`config.mk`:
```
export PLATFORM = sky130hd
export DESIGN_NAME = tag_pe
export DESIGN_NICKNAME = d
export VERILOG_FILES = /design/src/rtl/tag_pe_pkg.sv /design/src/rtl/tag_pe_tstep.sv /design/src/rtl/tag_pe_cmem.sv /design/src/rtl/tag_pe_exec.sv /design/src/rtl/tag_pe.sv
export SDC_FILE = /design/constraint.sdc
export NUM_CORES = 1
export LEC_CHECK = 0
export CORE_ASPECT_RATIO = 0.7
export CORE_UTILIZATION = 40
export CTS_CLUSTER_DIAMETER = 200
export DETAILED_ROUTE_END_ITERATION = 10
export GPL_ROUTABILITY_DRIVEN = 0
export PLACE_DENSITY_LB_ADDON = 0.05
export SLEW_MARGIN = 15
export SYNTH_ARGS = -nofsm -noshare
export SYNTH_HDL_FRONTEND = slang
export SYNTH_HIERARCHICAL = 1
export SYNTH_SLANG_ARGS = --single-unit
```
`constraint.sdc`:
```
create_clock -name clk -period 21.7 [get_ports clk]
set_clock_uncertainty 0.15 [all_clocks]
set_input_delay 5.425 -clock clk [delete_from_list [all_inputs] [get_ports clk]]
set_output_delay 5.425 -clock clk [all_outputs]
set_load 0.01 [all_outputs]
```
`src/rtl/tag_pe_pkg.sv`:
```
package tag_pe_pkg;
  localparam int PORTS   = 4;
  localparam int OP_LSB  = 0;
  localparam int SA_LSB  = 3;
  localparam int SB_LSB  = 6;
  localparam int DEN_BIT = 9;
  localparam int TAG_LSB = 10;

  typedef enum logic [2:0] {
    OP_ADD = 3'd0, OP_SUB = 3'd1, OP_AND = 3'd2, OP_OR = 3'd3,
    OP_XOR = 3'd4, OP_LT  = 3'd5, OP_PASS = 3'd6, OP_PASS2 = 3'd7
  } op_e;

  typedef enum logic [2:0] {
    SRC_N = 3'd0, SRC_E = 3'd1, SRC_S = 3'd2, SRC_W = 3'd3,
    SRC_REG = 3'd4, SRC_Z5 = 3'd5, SRC_Z6 = 3'd6, SRC_Z7 = 3'd7
  } src_e;
endpackage

```
`src/rtl/tag_pe_tstep.sv`:
```
module tag_pe_tstep #(
  parameter int TS_W = 4
) (
  input  logic            clk,
  input  logic            rst_n,
  input  logic            run,
  input  logic [TS_W-1:0] loop_len,
  output logic [TS_W-1:0] ts
);
  logic [TS_W:0] ts_inc;
  logic          at_end;

  assign ts_inc = {1'b0, ts} + 1'b1;
  assign at_end = ts_inc >= {1'b0, loop_len};

  always_ff @(posedge clk) begin
    if (!rst_n || !run) ts <= '0;
    else if (at_end)    ts <= '0;
    else                ts <= ts_inc[TS_W-1:0];
  end
endmodule

```
`src/rtl/tag_pe_cmem.sv`:
```
module tag_pe_cmem #(
  parameter int IW    = 12,
  parameter int CM_AW = 4,
  parameter int TAG_W = 2,
  parameter int TS_W  = 4
) (
  input  logic             clk,
  input  logic             rst_n,
  input  logic             run,
  input  logic             cfg_we,
  input  logic [CM_AW-1:0] cfg_addr,
  input  logic [IW-1:0]    cfg_data,
  input  logic             base_we,
  input  logic [TAG_W-1:0] base_tag,
  input  logic [CM_AW-1:0] base_addr,
  input  logic [TAG_W-1:0] sel_tag,
  input  logic [TS_W-1:0]  ts,
  output logic [CM_AW-1:0] fetch_addr,
  output logic [IW-1:0]    instr
);
  localparam int DEPTH  = 1 << CM_AW;
  localparam int NSHARD = 1 << TAG_W;

  logic [IW-1:0]    mem  [DEPTH];
  logic [CM_AW-1:0] base [NSHARD];
  logic             cfg_ok;

  assign cfg_ok = !run;

  always_ff @(posedge clk) begin
    if (!rst_n) begin
      for (int i = 0; i < DEPTH; i++) mem[i] <= '0;
    end else if (cfg_ok && cfg_we) begin
      mem[cfg_addr] <= cfg_data;
    end
  end

  always_ff @(posedge clk) begin
    if (!rst_n) begin
      for (int i = 0; i < NSHARD; i++) base[i] <= '0;
    end else if (cfg_ok && base_we) begin
      base[base_tag] <= base_addr;
    end
  end

  assign fetch_addr = base[sel_tag] + CM_AW'(ts);
  assign instr      = mem[fetch_addr];
endmodule

```
`src/rtl/tag_pe_exec.sv`:
```
module tag_pe_exec
  import tag_pe_pkg::*;
#(
  parameter int DW    = 16,
  parameter int TAG_W = 2,
  parameter int IW    = 12
) (
  input  logic [IW-1:0]       instr,
  input  logic [PORTS*DW-1:0] in_data,
  input  logic [DW-1:0]       lreg,
  output logic [DW-1:0]       result,
  output logic [TAG_W-1:0]    tag_nxt,
  output logic                is_cmp,
  output logic                dst_en
);
  op_e               op;
  src_e              sa, sb;
  logic [TAG_W-1:0]  tag_fld;
  logic [DW-1:0]     opa, opb;

  function automatic logic [DW-1:0] pick(src_e s, logic [PORTS*DW-1:0] d, logic [DW-1:0] r);
    case (s)
      SRC_N:   return d[0*DW +: DW];
      SRC_E:   return d[1*DW +: DW];
      SRC_S:   return d[2*DW +: DW];
      SRC_W:   return d[3*DW +: DW];
      SRC_REG: return r;
      default: return '0;
    endcase
  endfunction

  function automatic logic [DW-1:0] alu(op_e o, logic [DW-1:0] a, logic [DW-1:0] b);
    case (o)
      OP_ADD:  return a + b;
      OP_SUB:  return a - b;
      OP_AND:  return a & b;
      OP_OR:   return a | b;
      OP_XOR:  return a ^ b;
      OP_LT:   return (a < b) ? DW'(1) : '0;
      default: return a;
    endcase
  endfunction

  assign op      = op_e'(instr[OP_LSB +: 3]);
  assign sa      = src_e'(instr[SA_LSB +: 3]);
  assign sb      = src_e'(instr[SB_LSB +: 3]);
  assign dst_en  = instr[DEN_BIT];
  assign tag_fld = instr[TAG_LSB +: TAG_W];

  assign opa    = pick(sa, in_data, lreg);
  assign opb    = pick(sb, in_data, lreg);
  assign result = alu(op, opa, opb);
  assign is_cmp = (op == OP_LT);

  generate
    if (TAG_W > 1) begin : g_wide
      assign tag_nxt = is_cmp ? {tag_fld[TAG_W-1:1], result[0]} : tag_fld;
    end else begin : g_narrow
      assign tag_nxt = is_cmp ? result[0] : tag_fld;
    end
  endgenerate
endmodule

```
`src/rtl/tag_pe.sv`:
```
module tag_pe
  import tag_pe_pkg::*;
#(
  parameter int DW    = 16,
  parameter int TAG_W = 2,
  parameter int CM_AW = 4,
  parameter int TS_W  = 4,
  localparam int IW   = TAG_LSB + TAG_W
) (
  input  logic                  clk,
  input  logic                  rst_n,
  input  logic                  run,
  input  logic [TS_W-1:0]       loop_len,
  input  logic                  cfg_we,
  input  logic [CM_AW-1:0]      cfg_addr,
  input  logic [IW-1:0]         cfg_data,
  input  logic                  base_we,
  input  logic [TAG_W-1:0]      base_tag,
  input  logic [CM_AW-1:0]      base_addr,
  input  logic [PORTS-1:0]      in_vld,
  input  logic [PORTS*TAG_W-1:0] in_tag,
  input  logic [PORTS*DW-1:0]   in_data,
  output logic                  out_vld,
  output logic [TAG_W-1:0]      out_tag,
  output logic [DW-1:0]         out_data
);
  logic [TS_W-1:0]  ts;
  logic [TAG_W-1:0] sel_tag;
  logic [CM_AW-1:0] fetch_addr;
  logic [IW-1:0]    instr;
  logic [DW-1:0]    lreg;
  logic [DW-1:0]    result;
  logic [TAG_W-1:0] tag_nxt;
  logic             is_cmp;
  logic             dst_en;
  logic             issue;

  assign issue = run && (|in_vld);

  always_comb begin
    sel_tag = '0;
    for (int p = PORTS-1; p >= 0; p--) begin
      if (in_vld[p]) sel_tag = in_tag[p*TAG_W +: TAG_W];
    end
  end

  tag_pe_tstep #(.TS_W(TS_W)) u_ts (
    .clk(clk), .rst_n(rst_n), .run(run), .loop_len(loop_len), .ts(ts)
  );

  tag_pe_cmem #(.IW(IW), .CM_AW(CM_AW), .TAG_W(TAG_W), .TS_W(TS_W)) u_cm (
    .clk(clk), .rst_n(rst_n), .run(run),
    .cfg_we(cfg_we), .cfg_addr(cfg_addr), .cfg_data(cfg_data),
    .base_we(base_we), .base_tag(base_tag), .base_addr(base_addr),
    .sel_tag(sel_tag), .ts(ts), .fetch_addr(fetch_addr), .instr(instr)
  );

  tag_pe_exec #(.DW(DW), .TAG_W(TAG_W), .IW(IW)) u_ex (
    .instr(instr), .in_data(in_data), .lreg(lreg),
    .result(result), .tag_nxt(tag_nxt), .is_cmp(is_cmp), .dst_en(dst_en)
  );

  always_ff @(posedge clk) begin
    if (!rst_n) begin
      out_vld  <= 1'b0;
      out_tag  <= '0;
      out_data <= '0;
      lreg     <= '0;
    end else begin
      out_vld <= issue;
      if (issue) begin
        out_tag  <= tag_nxt;
        out_data <= result;
        if (dst_en) lreg <= result;
      end
    end
  end
endmodule

```
; ---- Yosys cells after proc, flatten, opt, wreduce, memory -nomap -nowiden
; Memory sizes are Yosys's and may differ from the RTL's.
; Index checks and enable logic that the tools add are counted.
[totals]
ff_bits = 39
latchBits = 0
ramBits = 208
mem_bits_ro = 0
in_bits = 107
output_inout_bits = 19
wordCells = 65
memories = 2
[op_classes]
add_sub_neg = 4
n_mul = 0
div = 0
magnitude_cmp = 2
n_eq_ne = 13
n_shift = 0
n_mux = 22
n_bitwise = 3
reduce_logical = 14
[mem_list]
columns = name, words, word_bits, rd, rd_ports_with_merged_regs, write_ports, line_no
row1 = u_cm.mem, 16, 12, 1, 0, 16, tag_pe_cmem.sv:24  ; logic [IW-1:0] mem [DEPTH];
row2 = u_cm.base, 4, 4, 1, 0, 4, tag_pe_cmem.sv:25  ; logic [CM_AW-1:0] base [NSHARD];
[ops]
columns = operator, n
row1 = $pmux 16 s5, 2
row2 = $pmux 16 s6, 1
row3 = $eq 3x2->1 const B, 6
row4 = $add 16x16->16, 1
row5 = $and 16x16->16, 1
row6 = $lt 16x16->1, 1
row7 = $or 16x16->16, 1
row8 = $sub 16x16->16, 1
row9 = $xor 16x16->16, 1
row10 = $eq 3x3->1 const B, 4
row11 = $mux 12, 1
row12 = $reduce_or 12->1, 1
row13 = $mux 1, 11
row14 = $mux 2, 5
row15 = $eq 3x1->1 const B, 3
row16 = $logic_not 3->1, 3
row17 = $mux 4, 2
row18 = $reduce_or 4->1, 2
row19 = $add 4x1->5 const B, 1
row20 = $ge 5x4->1, 1
row21 = $add 4x4->4, 1
row22 = $logic_and 1x1->1, 3
row23 = $logic_not 1->1, 2
row24 = $reduce_and 2->1, 1
row25 = other kinds (2), 2

; ---- Logic depth before layout (Yosys ltp)
; Gate-level depths: netlist (run 1).
; An unclocked memory read counts as a cell.
[logic_depth]
depth_word = 13
ltp_mapped = 33
depth_no_buf = 27

; ---- By module
; Netlist (run 1), hierarchy kept.
[modules_own_cells]
columns = module, instances, cells_per_inst, area_per_inst_um2, seq_area_each_um2
row1 = tag_pe_cmem, 1, 756, 10405.0, 6246.0
row2 = tag_pe_exec, 1, 575, 4108.9, 0.0
row3 = tag_pe, 1, 169, 1393.8, 700.7
row4 = tag_pe_tstep, 1, 28, 262.8, 80.1

; ---- Least setup slack after synthesis (run 1)
; No wires, ideal clock.
[synth_path]
path_type = input to register
start = in in_tag[6]
end = reg lreg[14]
setup_time_ns = 0.067
arrival_ns = 12.147
required_time_ns = 21.483
slack_ns = 9.336
path_stages = 32
path_buffers = 7
path_cell_list = nand2_1 > o21ai_0 > a22o_1 > mux4_2 > ha_1 > fa_1 > buf_4 > buf_8 > buf_8 > mux2i_1 > mux2_2 > a222oi_1 > a32o_1 > buf_6 > buf_4 > buf_1 > mux2i_1 > nor2_1 > a21oi_1 > o22a_1 > inv_1 > ha_1 > clkbuf_1 > a22o_1 > or3_1 > o32ai_4 > o41ai_2 > o211a_1 > or4_1 > a32oi_1 > nand4_1 > o21ai_2
[synth_between]
elab_chain_cells = 11
elab_cells_between_ends = 32
cone_classes = 3 x add/sub / 13 x eq/ne / 7 x mux / 3 x bitwise / 4 x reduce/logical / 2 x memory
[synth_rtl]
columns = item, line_no
row1 = start: declaration, tag_pe.sv:21  ; input logic [PORTS*TAG_W-1:0] in_tag,
row2 = $mux 2 (*) (4 in a row), tag_pe.sv:43  ; if (in_vld[p]) sel_tag = in_tag[p*TAG_W +: TAG_W];
row3 = via sel_tag[0], tag_pe.sv:28  ; logic [TAG_W-1:0] sel_tag;
row4 = $mem_v2 4x4 (*), --
row5 = $add 4x4->4 (*), tag_pe_cmem.sv:46  ; assign fetch_addr = base[sel_tag] + CM_AW'(ts);
row6 = via fetch_addr[1], tag_pe.sv:29  ; logic [CM_AW-1:0] fetch_addr;
row7 = $mem_v2 16x12 (*), --
row8 = via instr[4], tag_pe.sv:30  ; logic [IW-1:0] instr;
row9 = $eq 3x3->1 (tied with other cells), tag_pe_exec.sv:22  ; case (s)
row10 = $pmux 16 s5 (*), tag_pe_exec.sv:22
row11 = $sub 16x16->16 (tied with other cells), tag_pe_exec.sv:35  ; OP_SUB: return a - b;
row12 = $pmux 16 s6 (*), tag_pe_exec.sv:33  ; case (o)
row13 = via result[14], tag_pe.sv:32  ; logic [DW-1:0] result;
row14 = end signal: assignment, tag_pe.sv:74  ; if (dst_en) lreg <= result;
row15 = end: declaration, tag_pe.sv:31  ; logic [DW-1:0] lreg;
; The timed path passes the listed nets; every way through them passes the cells marked *.
; A chain may end at the register's enable or synchronous reset.

; ---- Final worst setup path (run 1)
[layout_path]
start = in in_vld[1]
end = reg lreg[14]
[layout_between]
elab_chain_cells = 9
elab_cells_between_ends = 32
cone_classes = 3 x add/sub / 13 x eq/ne / 5 x mux / 3 x bitwise / 6 x reduce/logical / 2 x memory
[layout_rtl]
columns = item, line_no
row1 = start: declaration, tag_pe.sv:20  ; input logic [PORTS-1:0] in_vld,
row2 = $mux 2 (*) (2 in a row), tag_pe.sv:43
row3 = via sel_tag[0], tag_pe.sv:28
row4 = $mem_v2 4x4 (*), --
row5 = $add 4x4->4 (*), tag_pe_cmem.sv:46
row6 = via fetch_addr[1], tag_pe.sv:29
row7 = $mem_v2 16x12 (*), --
row8 = via instr[8], tag_pe.sv:30
row9 = $eq 3x3->1 (tied with other cells), tag_pe_exec.sv:22
row10 = $pmux 16 s5 (*), tag_pe_exec.sv:22
row11 = $sub 16x16->16 (tied with other cells), tag_pe_exec.sv:35
row12 = $pmux 16 s6 (*), tag_pe_exec.sv:33
row13 = via result[14], tag_pe.sv:32
; Marked as above.

==> results.md, run 1 <==
- Clk buf depth: 3
- Vias post-DR: 12500
- CP Depth: 28
- DRT iter0 DRCs: 1505
- Post-Synthesis Net Count: 1683
- Post-CTS Repair Setup Buffers: 0
- Vias in the first global route: 11500
- Mapped cell area: 0.0161 mm²
- Routed vias/inst: 5.81
- Die height: 170 µm
- H-tree Lvls: 1
- Total power draw: 2.27 mW
- Die Wd: 242 µm
- Largest delay contributor family on the critical path: compound AO/OA/AOI/OAI gates
- CTS tree: yes
- # nets final: 1749
- Most common cell after layout, fill and taps aside: and2_1
- TritonCTS Buffers: 28
- Root buffer cell: clkbuf_16
- Max Fclk: 69.6 MHz
- Clock latency on the worst-skew pair: 570 ps
- Most frequent cells in the layout: 210 x and2_1, 208 x edfxtp_1, 140 x mux2i_1, 124 x clkdlybuf4s50_1, 83 x nand2_1
- GRT Overall Usage: 0.253
- Minimum clock period: 14370 ps
- Reg2Reg Setup Slack: 12910 ps
- Power Density: 121 mW/mm²
- IO Count: 126
- Relative max-transition margin: 0.303
- Final Setup Violations: 0
- Cts hold-fix bufs: 0
- Max Cap Viol: 0
- Mean post-synth cell area: 10.6 µm²
- Hold Path Class: reg -> reg
- WL final: 53100 µm
- Worst reg-to-reg path cell count: 24
- Initial core utilization: 0.406
- Inserted Diodes: 0
- Slowest-stage cell, CP: fa_4
- Rows: 61
- Critical Path RT: 22060 ps
- # resized after CTS: 0
- Worst ir drop on vdd: 0.0514 mV
- Detailed placer's ending HPWL: 37400 µm
- CORE AREA: 0.0398 mm²
- Crit start category: input pin
- Crit. End Element: flip-flop
- Post-route antenna net violation count: 0
- Die Area: 0.0412 mm²
- Share of post-route cells with drive strength above 1: 0.125
- Final hold violation count: 0
- Initial DRT Pass Iterations: 7
- Critical Path End: lreg[14]$_SDFFE_PN0P_
- RSZ-0062 raised after global routing: false
- CP Buf/Inv Count: 3
- Warnings from Yosys: 6
- Crit path max fanout: 35
- Worst r2r src: u_cm/base[2][0]$_SDFFCE_PN0P_
- Setup TNS Final: 0 ps
- Area Overhead vs Synth: 15.6%
- Period utilisation layout: 0.662
- First-pass GRT wire length: 77800 µm
- CP arrival: 14730 ps
- DRC: 0
- Reg clk slew, reported paths: 60 ps
- Worst Setup SP: in_vld[1]
- Buffers on Ports: 125
- Worst Tran Pin Value: 1040 ps
- Initial antenna violation count: 1
- Routed len/inst: 24.7 µm
- Hold_sp: out_data[7]$_SDFFE_PN0P_
- P_leak: 7.07 nW
- Final Max Slew Viols: 0
- Outcome: finished clean
- Worst path max stage delay: 1210 ps
- Cell count after synthesis: 1524
- Num Clock Sinks: 247
- Global route overflow: 0
- Critical path class: in -> reg
- Reg2reg end: lreg[14]$_SDFFE_PN0P_
- Largest net degree at the start of global routing: 93
## per-layer routing
layer	global-route usage	wire length (µm)	share of wire	vias up
met5	0	0	0	-
met4	0.0523	1010	0.019	0
met3	0.0956	6220	0.12	64
met2	0.319	19800	0.37	558
met1	0.394	26000	0.49	6050
li1	-	-	-	5811
## sequential cells by signal, indices dropped and copies added, names as in the netlist
signal / cells
u_cm/mem: 192
out_tag: 2
out_data: 16
lreg: 16
out_vld: 1
u_cm/base: 16
u_ts/ts: 4
## metrics by stage
step / utilization / cells / instance area [µm²] / worst slack, ps / hold slack [ps]
2_1_floorplan: - / 1524 / 16100 / 9340 / 299
3_3_place_gp: 0.445 / 2095 / 17700 / 6880 / 298
3_5_place_dp: 0.445 / 2095 / 17700 / 6810 / 305
4_1_cts: 0.469 / 2147 / 18700 / 7420 / 317
5_1_grt: 0.469 / 2147 / 18700 / 6920 / 329
6_report: 0.469 / 2147 / 18700 / 7330 / 311
## worst reg2reg max path, cell delays in order (launching register included)
cell and delay (ps):
edfxtp_1 380, mux4_2 480, ha_2 200, fa_4 1210
buf_4 690, mux2i_1 200, mux2_2 310, a222oi_1 360
a32o_1 170, buf_4 320, nor2b_2 680, a22oi_1 200
o22a_2 320, ha_1 410, nand2b_1 190, nor3b_1 170
a22o_1 230, or3_1 350, o32ai_4 130, o41ai_2 160
o211a_1 280, or4_1 480, a32oi_1 420, nand4_1 170
o21ai_2 90
## final cells by class
class	count	area (µm²)
Fill cell	3643	21100
Multi-Input combinational cell	1103	8330
Sequential cell	247	7030
Timing Repair Buffer	154	1470
Clock buffer	33	782
Tap cell	535	669
Inverter	56	210
Clock inverter	19	180
## report_power, final
part | switching, mW | internal [mW] | total (mW)
logic | 0.742 | 0.441 | 1.18
registers | 0.0327 | 0.558 | 0.590
clock network | 0.210 | 0.284 | 0.494
## worst min-delay path by stage
stage	to	slack [ps]	depth (start not counted)
2_1_floorplan	lreg[0]$_SDFFE_PN0P_	300	2
3_3_place_gp	out_data[1]$_SDFFE_PN0P_	300	2
3_5_place_dp	out_data[1]$_SDFFE_PN0P_	300	2
4_1_cts	out_data[5]$_SDFFE_PN0P_	320	2
5_1_grt	out_data[0]$_SDFFE_PN0P_	330	2
6_report	out_data[7]$_SDFFE_PN0P_	310	2
Note: power is estimated with default switching activity, not from simulation.
==> run 2: changes to the inputs <==
==> constraint.sdc (replaced) <==
create_clock -name clk -period 13.3 [get_ports clk]
set_clock_uncertainty 0.15 [all_clocks]
set_input_delay 3.325 -clock clk [delete_from_list [all_inputs] [get_ports clk]]
set_output_delay 3.325 -clock clk [all_outputs]
set_load 0.01 [all_outputs]
==> results.md, run 2 (synthesis results as in run 1) <==
- Initial DRT Pass Iterations: 6 (-1)
- P_leak: 7.12 nW (+0.79%)
- Largest delay contributor family on the critical path: compound AO/OA/AOI/OAI gates
- Final Max Slew Viols: 0 (unchanged)
- Period utilisation layout: 0.896
- Buffers on Ports: 125 (unchanged)
- CTS tree: yes
- Die Wd: 242 µm (unchanged)
- H-tree Lvls: 1 (unchanged)
- Max Fclk: 83.9 MHz
- Num Clock Sinks: 247 (unchanged)
- Minimum clock period: 11920 ps
- Relative max-transition margin: 0.199 (-0.103)
- GRT Overall Usage: 0.258 (+0.00539)
- CP Buf/Inv Count: 4 (+1)
- Routed len/inst: 24.9 µm (+0.72%)
- Clk buf depth: 3 (unchanged)
- Post-Layout Cell Count: 2159 (+0.56%)
- Setup TNS Final: 0 ps (unchanged)
- CORE AREA: 0.0398 mm² (unchanged)
- Worst path max stage delay: 1210 ps (about the same)
- Outcome: finished clean
- Hold Path Class: reg -> reg
- Global route overflow: 0 (unchanged)
- Worst ir drop on vdd: 0.0775 mV (+51%)
- TritonCTS Buffers: 28 (unchanged)
- CP arrival: 12270 ps (-2460 ps)
- Largest register FFs: 192 (unchanged)
- Initial core utilization: 0.406 (unchanged)
- Power Density: 199 mW/mm² (+64%)
- Root buffer cell: clkbuf_16
- Area Overhead vs Synth: 16.1%
- Initial antenna violation count: 4 (+3)
- Crit path max fanout: 34 (-2.9%)
- Vias post-DR: 12600 (+0.86%)
- Post-DP Area: 0.0178 mm² (+0.51%)
- Reg clk slew, reported paths: 70 ps (about the same)
- Post-route cell area: 0.0188 mm² (+0.45%)
- Share of post-route cells with drive strength above 1: 0.130 (+0.00532)
- First-pass GRT wire length: 79000 µm (+1.5%)
- Fillers: 3568 (-2.1%)
- Post-route antenna net violation count: 0 (unchanged)
- # nets final: 1760 (+0.63%)
- Post-CTS Repair Setup Buffers: 0 (unchanged)
- Largest net degree at the start of global routing: 95 (+2.2%)
- Place WS: 867 ps (-5950 ps)
- Final hold violation count: 0 (unchanged)
- Slowest-stage cell, CP: fa_4
- WL final: 53800 µm (+1.3%)
- Largest Register: u_cm/mem
- Critical Path RT: 13650 ps (-8410 ps)
- Critical path class: in -> reg
- # resized after CTS: 0 (unchanged)
- Rows: 61 (unchanged)
- Most common cell after layout, fill and taps aside: and2_1
- Crit. End Element: flip-flop
- Die height: 170 µm (unchanged)
- Most frequent cells in the layout: 210 x and2_1, 208 x edfxtp_1, 140 x mux2i_1, 124 x clkdlybuf4s50_1, 83 x nand2_1
- Cts hold-fix bufs: 0 (unchanged)
- Routed vias/inst: 5.83 (+0.30%)
- Detailed placer's ending HPWL: 38800 µm (+3.6%)
- Final Setup Violations: 0 (unchanged)
- Worst Tran Pin Value: 1200 ps (+155 ps)
- Die Area: 0.0412 mm² (unchanged)
- DRT iter0 DRCs: 1441 (-4.3%)
- Inst Count DP: 2106 (+0.53%)
- Max Cap Viol: 0 (unchanged)
- Worst setup margin: 1380 ps (-5950 ps)
- Vias in the first global route: 11800 (+2.2%)
- DRC: 0 (unchanged)
- Crit start category: input pin
- IO Count: 126 (unchanged)
- Final hold slack: 311 ps (-0.0230 ps)
- Clock latency on the worst-skew pair: 560 ps (about the same)
- RSZ-0062 raised after global routing: false
[run 2: area by class of cell]
type / instances / area (µm²) / area share
timing repair buffer: 165 / 1550 / 0.0826
antenna: 1 / 2.50 / 0.000133
multi-input combinational: 1103 / 8340 / 0.445
sequential: 247 / 7030 / 0.375
tap: 535 / 669 / 0.0357
clock buffer: 42 / 853 / 0.0455
clock inverter: 10 / 100 / 0.00534
inverter: 56 / 210 / 0.0112
[run 2: worst paths after layout]
kind                                  from                       end  slack [ps]  cells past startpoint
max reg2reg  u_cm/base[2][0]$_SDFFCE_PN0P_     lreg[14]$_SDFFE_PN0P_        4920                     25
min reg2reg       out_data[3]$_SDFFE_PN0P_  out_data[3]$_SDFFE_PN0P_         310                      2
max                              in_vld[3]     lreg[14]$_SDFFE_PN0P_        1380                     29
min               out_data[3]$_SDFFE_PN0P_  out_data[3]$_SDFFE_PN0P_         310                      2
[run 2: worst register-to-register path, delay by kind of cell (launching register included)]
kind	cells	cell delay, ps
AO/OA/AOI/OAI	10	2680
adder cells (fa/ha/maj)	3	1790
buffers and inverters	3	890
flip-flops	1	380
multiplexers	4	1100
AND/OR/NAND/NOR	5	1340
[run 2: where the power goes]
part / total (mW) / internal [mW] / switching [mW]
clock network: 0.789 / 0.480 / 0.309
logic: 1.97 / 0.733 / 1.24
registers: 0.963 / 0.910 / 0.0530
total: 3.73 / 2.12 / 1.60
[run 2: routing by layer]
layer	wire [µm]	vias to the layer above	part of all wire	track usage
met1	26300	6152	0.49	0.398
met5	0	-	0	0
li1	-	5834	-	-
met4	735	0	0.014	0.0380
met2	20400	553	0.38	0.338
met3	6290	51	0.12	0.0987
[run 2: per-stage QoR]
step | power (mW) | utilization
2_1_floorplan | 2.28 | -
6_report | 3.73 | 0.472
5_1_grt | 3.91 | 0.472
3_3_place_gp | 2.89 | 0.448
4_1_cts | 3.68 | 0.472
3_5_place_dp | 2.87 | 0.448
